[config.mk]
export PLATFORM = sky130hd
export DESIGN_NAME = dram_frfcfs_sched
export DESIGN_NICKNAME = d
export VERILOG_FILES = /design/src/rtl/dram_sched_pkg.sv /design/src/rtl/dram_bank_timer.sv /design/src/rtl/dram_req_queue.sv /design/src/rtl/dram_req_pick.sv /design/src/rtl/dram_frfcfs_sched.sv
export SDC_FILE = /design/constraint.sdc
export NUM_CORES = 1
export LEC_CHECK = 0
export ABC_CLOCK_PERIOD_IN_PS = 5500
export BUFFER_PORTS_ARGS = -buffer_cell sky130_fd_sc_hd__buf_4
export CAP_MARGIN = 20
export CORE_ASPECT_RATIO = 0.75
export CORE_MARGIN = 5
export CORE_UTILIZATION = 35
export CTS_CLUSTER_DIAMETER = 50
export CTS_CLUSTER_SIZE = 20
export DETAILED_ROUTE_END_ITERATION = 10
export SETUP_SLACK_MARGIN = 0.15
export SYNTH_ARGS = -nofsm -noshare
export SYNTH_HDL_FRONTEND = slang
export SYNTH_SLANG_ARGS = --single-unit
[constraint.sdc]
create_clock -name clk -period 5.5 [get_ports clk]
set_clock_uncertainty 0.1 [all_clocks]
set_input_delay 0.275 -clock clk [delete_from_list [all_inputs] [get_ports clk]]
set_output_delay 0.275 -clock clk [all_outputs]
set_load 0.005 [all_outputs]
[src/rtl/dram_sched_pkg.sv]
package dram_sched_pkg;
   typedef enum logic [2:0] {
      CMD_NONE = 3'd0,
      CMD_ACT  = 3'd1,
      CMD_PRE  = 3'd2,
      CMD_RD   = 3'd3,
      CMD_WR   = 3'd4
   } dram_cmd_e;
endpackage

[src/rtl/dram_bank_timer.sv]
// One bank: open-row tracking plus the three spacing counters.
module dram_bank_timer #(
   parameter int ROW_W = 8,
   parameter int TRCD  = 3,
   parameter int TRP   = 2,
   parameter int TRC   = 7,
   localparam int CW   = $clog2(TRC + TRCD + TRP + 2)
) (
   input  logic             clk,
   input  logic             rst_n,
   input  logic             act_i,
   input  logic             pre_i,
   input  logic [ROW_W-1:0] row_i,
   output logic             open_o,
   output logic [ROW_W-1:0] row_o,
   output logic             col_ok_o,
   output logic             act_ok_o
);
   logic [CW-1:0] rcd_q, rp_q, rc_q;

   always_ff @(posedge clk or negedge rst_n) begin
      if (!rst_n) begin
         open_o <= 1'b0;
         row_o  <= '0;
         rcd_q  <= '0;
         rp_q   <= '0;
         rc_q   <= '0;
      end else begin
         rcd_q <= act_i ? CW'(TRCD - 1) : (rcd_q != '0 ? rcd_q - CW'(1) : '0);
         rc_q  <= act_i ? CW'(TRC - 1)  : (rc_q  != '0 ? rc_q  - CW'(1) : '0);
         rp_q  <= pre_i ? CW'(TRP - 1)  : (rp_q  != '0 ? rp_q  - CW'(1) : '0);
         if (act_i) begin
            open_o <= 1'b1;
            row_o  <= row_i;
         end else if (pre_i) begin
            open_o <= 1'b0;
         end
      end
   end

   assign col_ok_o = (rcd_q == '0);
   assign act_ok_o = (rp_q == '0) && (rc_q == '0);
endmodule

[src/rtl/dram_req_queue.sv]
// Age-ordered queue: slot 0 is oldest, removal anywhere closes the gap.
module dram_req_queue #(
   parameter int DEPTH = 4,
   parameter int ENT_W = 8,
   localparam int IDX_W = $clog2(DEPTH),
   localparam int CNT_W = $clog2(DEPTH + 1)
) (
   input  logic                        clk,
   input  logic                        rst_n,
   input  logic                        push_i,
   input  logic [ENT_W-1:0]            push_data_i,
   input  logic                        pop_i,
   input  logic [IDX_W-1:0]            pop_idx_i,
   output logic [DEPTH-1:0][ENT_W-1:0] ent_o,
   output logic [DEPTH-1:0]            valid_o,
   output logic                        full_o
);
   logic [DEPTH-1:0][ENT_W-1:0] mem_q, mem_d;
   logic [CNT_W-1:0]            cnt_q, cnt_mid;

   always_comb begin
      cnt_mid = cnt_q - CNT_W'(pop_i);
      for (int i = 0; i < DEPTH - 1; i++)
         mem_d[i] = (pop_i && IDX_W'(i) >= pop_idx_i) ? mem_q[i+1] : mem_q[i];
      mem_d[DEPTH-1] = mem_q[DEPTH-1];
      for (int i = 0; i < DEPTH; i++)
         if (push_i && cnt_mid == CNT_W'(i)) mem_d[i] = push_data_i;
   end

   always_ff @(posedge clk or negedge rst_n) begin
      if (!rst_n) begin
         mem_q <= '0;
         cnt_q <= '0;
      end else begin
         mem_q <= mem_d;
         cnt_q <= cnt_mid + CNT_W'(push_i);
      end
   end

   for (genvar g = 0; g < DEPTH; g++) begin : g_valid
      assign valid_o[g] = (cnt_q > CNT_W'(g));
   end
   assign ent_o  = mem_q;
   assign full_o = (cnt_q == CNT_W'(DEPTH));
endmodule

[src/rtl/dram_req_pick.sv]
// Chooses one queued access and the command it needs this cycle.
module dram_req_pick import dram_sched_pkg::*; #(
   parameter int DEPTH = 4,
   parameter int BANKS = 4,
   parameter int ROW_W = 8,
   localparam int BANK_W = $clog2(BANKS),
   localparam int IDX_W  = $clog2(DEPTH)
) (
   input  logic [DEPTH-1:0][BANK_W-1:0] bank_i,
   input  logic [DEPTH-1:0][ROW_W-1:0]  row_i,
   input  logic [DEPTH-1:0]             wr_i,
   input  logic [DEPTH-1:0]             valid_i,
   input  logic [BANKS-1:0]             open_i,
   input  logic [BANKS-1:0][ROW_W-1:0]  open_row_i,
   input  logic [BANKS-1:0]             col_ok_i,
   input  logic [BANKS-1:0]             act_ok_i,
   input  logic                         fifo_mode_i,
   output logic                         sel_valid_o,
   output logic [IDX_W-1:0]             sel_idx_o,
   output dram_cmd_e                    sel_cmd_o
);
   logic [DEPTH-1:0] hit, legal, older, cand_hit, cand_miss;
   logic [BANKS-1:0] bank_hit;
   dram_cmd_e        need [DEPTH];

   always_comb begin
      bank_hit = '0;
      for (int i = 0; i < DEPTH; i++) begin
         hit[i] = valid_i[i] && open_i[bank_i[i]] && (open_row_i[bank_i[i]] == row_i[i]);
         if (!open_i[bank_i[i]]) begin
            need[i]  = CMD_ACT;
            legal[i] = valid_i[i] && act_ok_i[bank_i[i]];
         end else if (hit[i]) begin
            need[i]  = wr_i[i] ? CMD_WR : CMD_RD;
            legal[i] = valid_i[i] && col_ok_i[bank_i[i]];
         end else begin
            need[i]  = CMD_PRE;
            legal[i] = valid_i[i];
         end
         if (hit[i]) bank_hit[bank_i[i]] = 1'b1;
         older[i] = 1'b0;
         for (int j = 0; j < i; j++)
            if (valid_i[j] && bank_i[j] == bank_i[i]) older[i] = 1'b1;
      end
      for (int i = 0; i < DEPTH; i++) begin
         cand_hit[i]  = hit[i] && legal[i];
         cand_miss[i] = legal[i] && !hit[i] && !older[i] && !bank_hit[bank_i[i]];
      end
      sel_valid_o = 1'b0;
      sel_idx_o   = '0;
      if (fifo_mode_i) begin
         sel_valid_o = legal[0];
      end else if (|cand_hit) begin
         sel_valid_o = 1'b1;
         for (int i = DEPTH - 1; i >= 0; i--)
            if (cand_hit[i]) sel_idx_o = IDX_W'(i);
      end else if (|cand_miss) begin
         sel_valid_o = 1'b1;
         for (int i = DEPTH - 1; i >= 0; i--)
            if (cand_miss[i]) sel_idx_o = IDX_W'(i);
      end
      sel_cmd_o = need[sel_idx_o];
   end
endmodule

[src/rtl/dram_frfcfs_sched.sv]
module dram_frfcfs_sched import dram_sched_pkg::*; #(
   parameter int BANKS  = 4,
   parameter int ROW_W  = 8,
   parameter int COL_W  = 6,
   parameter int TAG_W  = 4,
   parameter int QDEPTH = 4,
   parameter int TRCD   = 3,
   parameter int TRP    = 2,
   parameter int TRC    = 7,
   localparam int BANK_W = $clog2(BANKS)
) (
   input  logic              clk,
   input  logic              rst_n,
   input  logic              fifo_mode,
   input  logic              req_valid,
   input  logic [BANK_W-1:0] req_bank,
   input  logic [ROW_W-1:0]  req_row,
   input  logic [COL_W-1:0]  req_col,
   input  logic              req_write,
   input  logic [TAG_W-1:0]  req_tag,
   output logic              req_ready,
   output logic              cmd_valid,
   output logic [2:0]        cmd_kind,
   output logic [BANK_W-1:0] cmd_bank,
   output logic [ROW_W-1:0]  cmd_row,
   output logic [COL_W-1:0]  cmd_col,
   output logic              done_valid,
   output logic [TAG_W-1:0]  done_tag
);
   localparam int IDX_W   = $clog2(QDEPTH);
   localparam int ROW_LO  = COL_W;
   localparam int BANK_LO = ROW_LO + ROW_W;
   localparam int WR_BIT  = BANK_LO + BANK_W;
   localparam int TAG_LO  = WR_BIT + 1;
   localparam int ENT_W   = TAG_LO + TAG_W;

   if (BANKS < 2 || (1 << BANK_W) != BANKS) begin : g_bad_banks
      $error("BANKS must be a power of two of at least 2");
   end
   if (QDEPTH < 2) begin : g_bad_depth
      $error("QDEPTH must be at least 2");
   end
   if (TRCD < 1 || TRP < 1 || TRC < 1) begin : g_bad_timing
      $error("TRCD, TRP and TRC must be at least 1");
   end

   logic [QDEPTH-1:0][ENT_W-1:0]  ent;
   logic [QDEPTH-1:0]             ent_valid, ent_wr;
   logic [QDEPTH-1:0][BANK_W-1:0] ent_bank;
   logic [QDEPTH-1:0][ROW_W-1:0]  ent_row;
   logic                          q_full, push, pop, sel_valid;
   logic [IDX_W-1:0]              sel_idx;
   dram_cmd_e                     sel_cmd;
   logic [ENT_W-1:0]              sel_ent;
   logic [BANK_W-1:0]             sel_bank;
   logic [BANKS-1:0]              b_open, b_col_ok, b_act_ok;
   logic [BANKS-1:0][ROW_W-1:0]   b_row;

   assign push = req_valid && !q_full;
   assign pop  = sel_valid && (sel_cmd == CMD_RD || sel_cmd == CMD_WR);

   dram_req_queue #(.DEPTH(QDEPTH), .ENT_W(ENT_W)) u_queue (
      .clk, .rst_n,
      .push_i      (push),
      .push_data_i ({req_tag, req_write, req_bank, req_row, req_col}),
      .pop_i       (pop),
      .pop_idx_i   (sel_idx),
      .ent_o       (ent),
      .valid_o     (ent_valid),
      .full_o      (q_full)
   );

   for (genvar g = 0; g < QDEPTH; g++) begin : g_fields
      assign ent_bank[g] = ent[g][BANK_LO +: BANK_W];
      assign ent_row[g]  = ent[g][ROW_LO +: ROW_W];
      assign ent_wr[g]   = ent[g][WR_BIT];
   end

   dram_req_pick #(.DEPTH(QDEPTH), .BANKS(BANKS), .ROW_W(ROW_W)) u_pick (
      .bank_i      (ent_bank),
      .row_i       (ent_row),
      .wr_i        (ent_wr),
      .valid_i     (ent_valid),
      .open_i      (b_open),
      .open_row_i  (b_row),
      .col_ok_i    (b_col_ok),
      .act_ok_i    (b_act_ok),
      .fifo_mode_i (fifo_mode),
      .sel_valid_o (sel_valid),
      .sel_idx_o   (sel_idx),
      .sel_cmd_o   (sel_cmd)
   );

   assign sel_ent  = ent[sel_idx];
   assign sel_bank = sel_ent[BANK_LO +: BANK_W];

   for (genvar g = 0; g < BANKS; g++) begin : g_bank
      logic mine;
      assign mine = sel_valid && (sel_bank == BANK_W'(g));
      dram_bank_timer #(.ROW_W(ROW_W), .TRCD(TRCD), .TRP(TRP), .TRC(TRC)) u_timer (
         .clk, .rst_n,
         .act_i    (mine && sel_cmd == CMD_ACT),
         .pre_i    (mine && sel_cmd == CMD_PRE),
         .row_i    (sel_ent[ROW_LO +: ROW_W]),
         .open_o   (b_open[g]),
         .row_o    (b_row[g]),
         .col_ok_o (b_col_ok[g]),
         .act_ok_o (b_act_ok[g])
      );
   end

   always_ff @(posedge clk or negedge rst_n) begin
      if (!rst_n) begin
         cmd_valid  <= 1'b0;
         cmd_kind   <= CMD_NONE;
         cmd_bank   <= '0;
         cmd_row    <= '0;
         cmd_col    <= '0;
         done_valid <= 1'b0;
         done_tag   <= '0;
      end else begin
         cmd_valid  <= sel_valid;
         cmd_kind   <= sel_valid ? sel_cmd : CMD_NONE;
         cmd_bank   <= sel_valid ? sel_bank : '0;
         cmd_row    <= (sel_valid && sel_cmd != CMD_PRE) ? sel_ent[ROW_LO +: ROW_W] : '0;
         cmd_col    <= pop ? sel_ent[COL_W-1:0] : '0;
         done_valid <= pop;
         done_tag   <= pop ? sel_ent[TAG_LO +: TAG_W] : '0;
      end
   end

   assign req_ready = !q_full;
endmodule

==> flow_summary.toml <==
[drt]
drtIter0Drc = 682
vias = 9085
wl_per_cell_microns = 19.7
firstDrtPassIters = 5
drt-total-wl_mm = 33.3
routed_via_density = 5.38
ant_nets = 0
drc_errors = 0

[logic_synthesis]
synthMuxAreaShare = 0.243
avgSynthCellArea_sq_um = 11.1
yosys.area.top_type = "dfrtp_1"
synth_most_common_cell = "dfrtp_1"
synthAdderAreaFrac = 0.00772
synth_xor_area_frac = 0.0425
synth_compound_area_frac = 0.111
synth-simple-area-share = 0.123
synthesis.area_sq_um = 11300
synth.top_cells.by_count = "dfrtp_1 (196), mux2i_1 (94), mux2_2 (72)"
synth.top_cell.area_share = 0.433
synth_flop_cell = "dfrtp_1"
yosysWarnings = 0
synth_edf_count = 0
synthesis.nets = 1052
yosysUniqueCellTypes = 73
ys_seq_elements = 196
synth_top_family_by_area = "multiplexers"
synth-seq-area-share = 0.433
synthTopCellsByArea = "dfrtp_1 (43%), mux2i_1 (8.3%), mux2_2 (7.1%)"
syn_inst = 1020
async_flop_share = 1.00

[sta]
final_max_slew_viol_count = 0
hold_ws_ns = 0.0566
rsz0062_at_grt = "yes"
slew_headroom = 0.423
setup_viol = 39
setup_ws_ns = -0.190
tightest_slew_ns = 0.865
tns_ns = -3.59
period_needed_ns = 5.69
fmax_ghz = 0.176
finalHoldViolations = 0
period_share = 1.03

[finish]
instances_no_fill = 1689
antenna_cells = 0
fillers = 2954
syn2layout_area_growth_pct = 30.6
nNetsFinal = 1266
drive_gt1_frac = 0.341
utilization = 0.460

[global_route]
grt-ovfl-total = 0
grt_pass1_wl_mm = 53.8
grt_max_degree = 71
grt_usage = 0.187
grt_antenna_before_repair = 0
grt_pass1_vias = 9238

[cts]
cts_tree = "yes"
ctsHtreeMaxLevel = 4
clkSinkCount = 196
clock_latency_ns = 0.46
cts_inserted_buffers = 17
clk_pin_slew_ns = 0.09
cts_root_buffer = "clkbuf_16"
cts_max_path_buffers = 2

[placed_design]
dp_hpwl_mm = 24.1
numPlacedInstances = 1623
gp_routability_congestion = 0.986
numPortBuffers = 50

[setup_path]
ff2ff_path_depth = 22
critPathRequiredTime_ns = 5.74
path_max_fanout = 21
r2r_setup_slack_ns = -0.19
start_kind = "register"
startpoint = "u_queue.ent_o[56]"
crit_arrival_ns = 5.93
path_class = "reg2reg"
crit_path_end = "u_queue.ent_o[49]"
r2r-end = "u_queue.ent_o[49]"
r2r-start = "u_queue.ent_o[56]"
end_kind = "register"

[floorplan]
die_height_microns = 166
core_area_sq_um = 32200
initial_core_util = 0.353
rows = 57
die_area_sq_um = 36100
fp.dieW_microns = 218
pin_count = 51

[run_status]
outcome = "finished with violations"
violations = "negative setup slack"

[job]
max_cap_violations = 0

[min_path]
hp-class = "in2reg"
==> area by class of cell <==
type | count | area [sq um] | area share
clock buffers | 17 | 425 | 0.0287
well taps | 442 | 553 | 0.0373
multi-input cells | 727 | 6320 | 0.427
inverters | 46 | 173 | 0.0117
clock inverters | 15 | 224 | 0.0151
repair buffers | 246 | 2200 | 0.149
flip-flops and latches | 196 | 4910 | 0.331
==> through the flow <==
| step | area (sq um) | worst slack (ns) |
|---|---|---|
| 2_1_floorplan | 11500 | -0.307 |
| 3_3_place_gp | 13500 | -0.546 |
| 3_5_place_dp | 13500 | -0.592 |
| 4_1_cts | 14700 | -0.118 |
| 5_1_grt | 14800 | -0.359 |
| 6_report | 14800 | -0.190 |
==> sequential cells by signal, indices dropped and copies added, names as in the netlist <==
| signal | count |
|---|---|
| g_bank.u_timer.open_o | 4 |
| g_bank.u_timer.row_o | 32 |
| done_tag | 4 |
| u_queue.cnt_q | 3 |
| cmd_col | 6 |
| g_bank.u_timer.rp_q | 16 |
| cmd_kind | 3 |
| done_valid | 1 |
| cmd_row | 8 |
| g_bank.u_timer.rc_q | 16 |
| u_queue.ent_o | 84 |
| g_bank.u_timer.rcd_q | 16 |
| cmd_valid | 1 |
| cmd_bank | 2 |
==> cells in the final DEF (no fill, tap or decap), types with 5 or more instances in the layout <==
cell | Yosys | routed
and2_1 | 8 | 6
or3_1 | 8 | 7
a21oi_1 | 31 | 29
nor3_1 | 30 | 27
o21bai_1 | 5 | 5
mux2_2 | 72 | 64
a211oi_1 | 13 | 11
a211o_1 | 6 | 6
clkinv_8 | 0 | 5
a22oi_1 | 25 | 25
nor2b_1 | 14 | 13
nor3b_1 | 6 | 6
o21ai_0 | 49 | 45
mux4_2 | 34 | 34
dfrtp_1 | 196 | 194
ha_1 | 7 | 5
xor2_1 | 15 | 14
clkbuf_16 | 0 | 17
nand3_1 | 22 | 19
buf_12 | 0 | 16
o31a_1 | 5 | 5
inv_1 | 45 | 45
mux2_4 | 0 | 9
and3_1 | 22 | 21
and2_4 | 1 | 6
nor2_1 | 45 | 42
dlygate4sd3_1 | 0 | 21
nand2b_1 | 8 | 8
nand2_1 | 56 | 56
nor4_1 | 11 | 8
buf_6 | 7 | 7
buf_4 | 3 | 197
mux2_1 | 21 | 20
xnor2_1 | 40 | 36
mux2i_1 | 94 | 94
o31ai_1 | 5 | 5
nand3b_1 | 12 | 12
==> per-layer routing <==
layer / share of wire / global-route usage / wire, microns / vias to the layer above
met5: 0 / 0 / 0 / -
met1: 0.49 / 0.281 / 16300 / 4616
met3: 0.058 / 0.0436 / 1940 / 36
li1: - / - / - / 4183
met4: 0.011 / 0.0341 / 359 / 0
met2: 0.44 / 0.281 / 14700 / 250
==> kinds of logic after synthesis <==
| family | after synthesis |
|---|---|
| AO/OA/AOI/OAI | 179 |
| buffers and inverters | 100 |
| XOR/XNOR | 55 |
| multiplexers | 221 |
| AND/OR/NAND/NOR | 262 |
| flip-flops | 196 |
| adder cells (fa/ha/maj) | 7 |
==> worst min-delay path by stage <==
| stage | slack (ns) | start | depth (start not counted) | endpoint |
|---|---|---|---|---|
| final | 0.06 | req_write | 2 | u_queue.ent_o[79] |
| after global routing | 0.04 | req_write | 2 | u_queue.ent_o[79] |
| after CTS | 0.02 | req_write | 2 | u_queue.ent_o[79] |
| after detailed placement | 0.22 | rst_n | 1 | u_queue.ent_o[66] |
| after global placement | 0.23 | rst_n | 1 | u_queue.ent_o[66] |
| after floorplan | -0.12 | rst_n | 0 | cmd_bank[0] |
==> critical path, stage by stage (launching register included) <==
cell       delay (ns)
dfrtp_2          0.47
buf_4            0.18
mux4_2           0.52
xnor2_1          0.21
nand4_1          0.12
buf_4            0.19
nor4_1           0.43
a2111oi_1        0.11
o21ai_1          0.19
nor3_2           0.08
o31a_1           0.32
or2_1            0.27
a211o_1          0.33
and2_4           0.18
a211oi_4         0.27
ha_4             0.17
ha_4             0.13
xnor2_2          0.11
nand2_1          0.09
or3_4            0.36
buf_12           0.18
mux2_2           0.28
mux2_1           0.28
==> timing repair <==
action | in CTS | in global routing
gates resized for setup | 47 | 18
pin swaps | 13 | 6
hold endpoints to repair | 101 | 0
endpoints found under the setup margin | 152 | 144
hold buffers | 21 | 0
cloned | 6 | 0
buffers inserted | 6 | 1
Power is left out: the tool's default activity adds up to more than one toggle a clock period on the data nets, which glitch-free logic cannot reach.
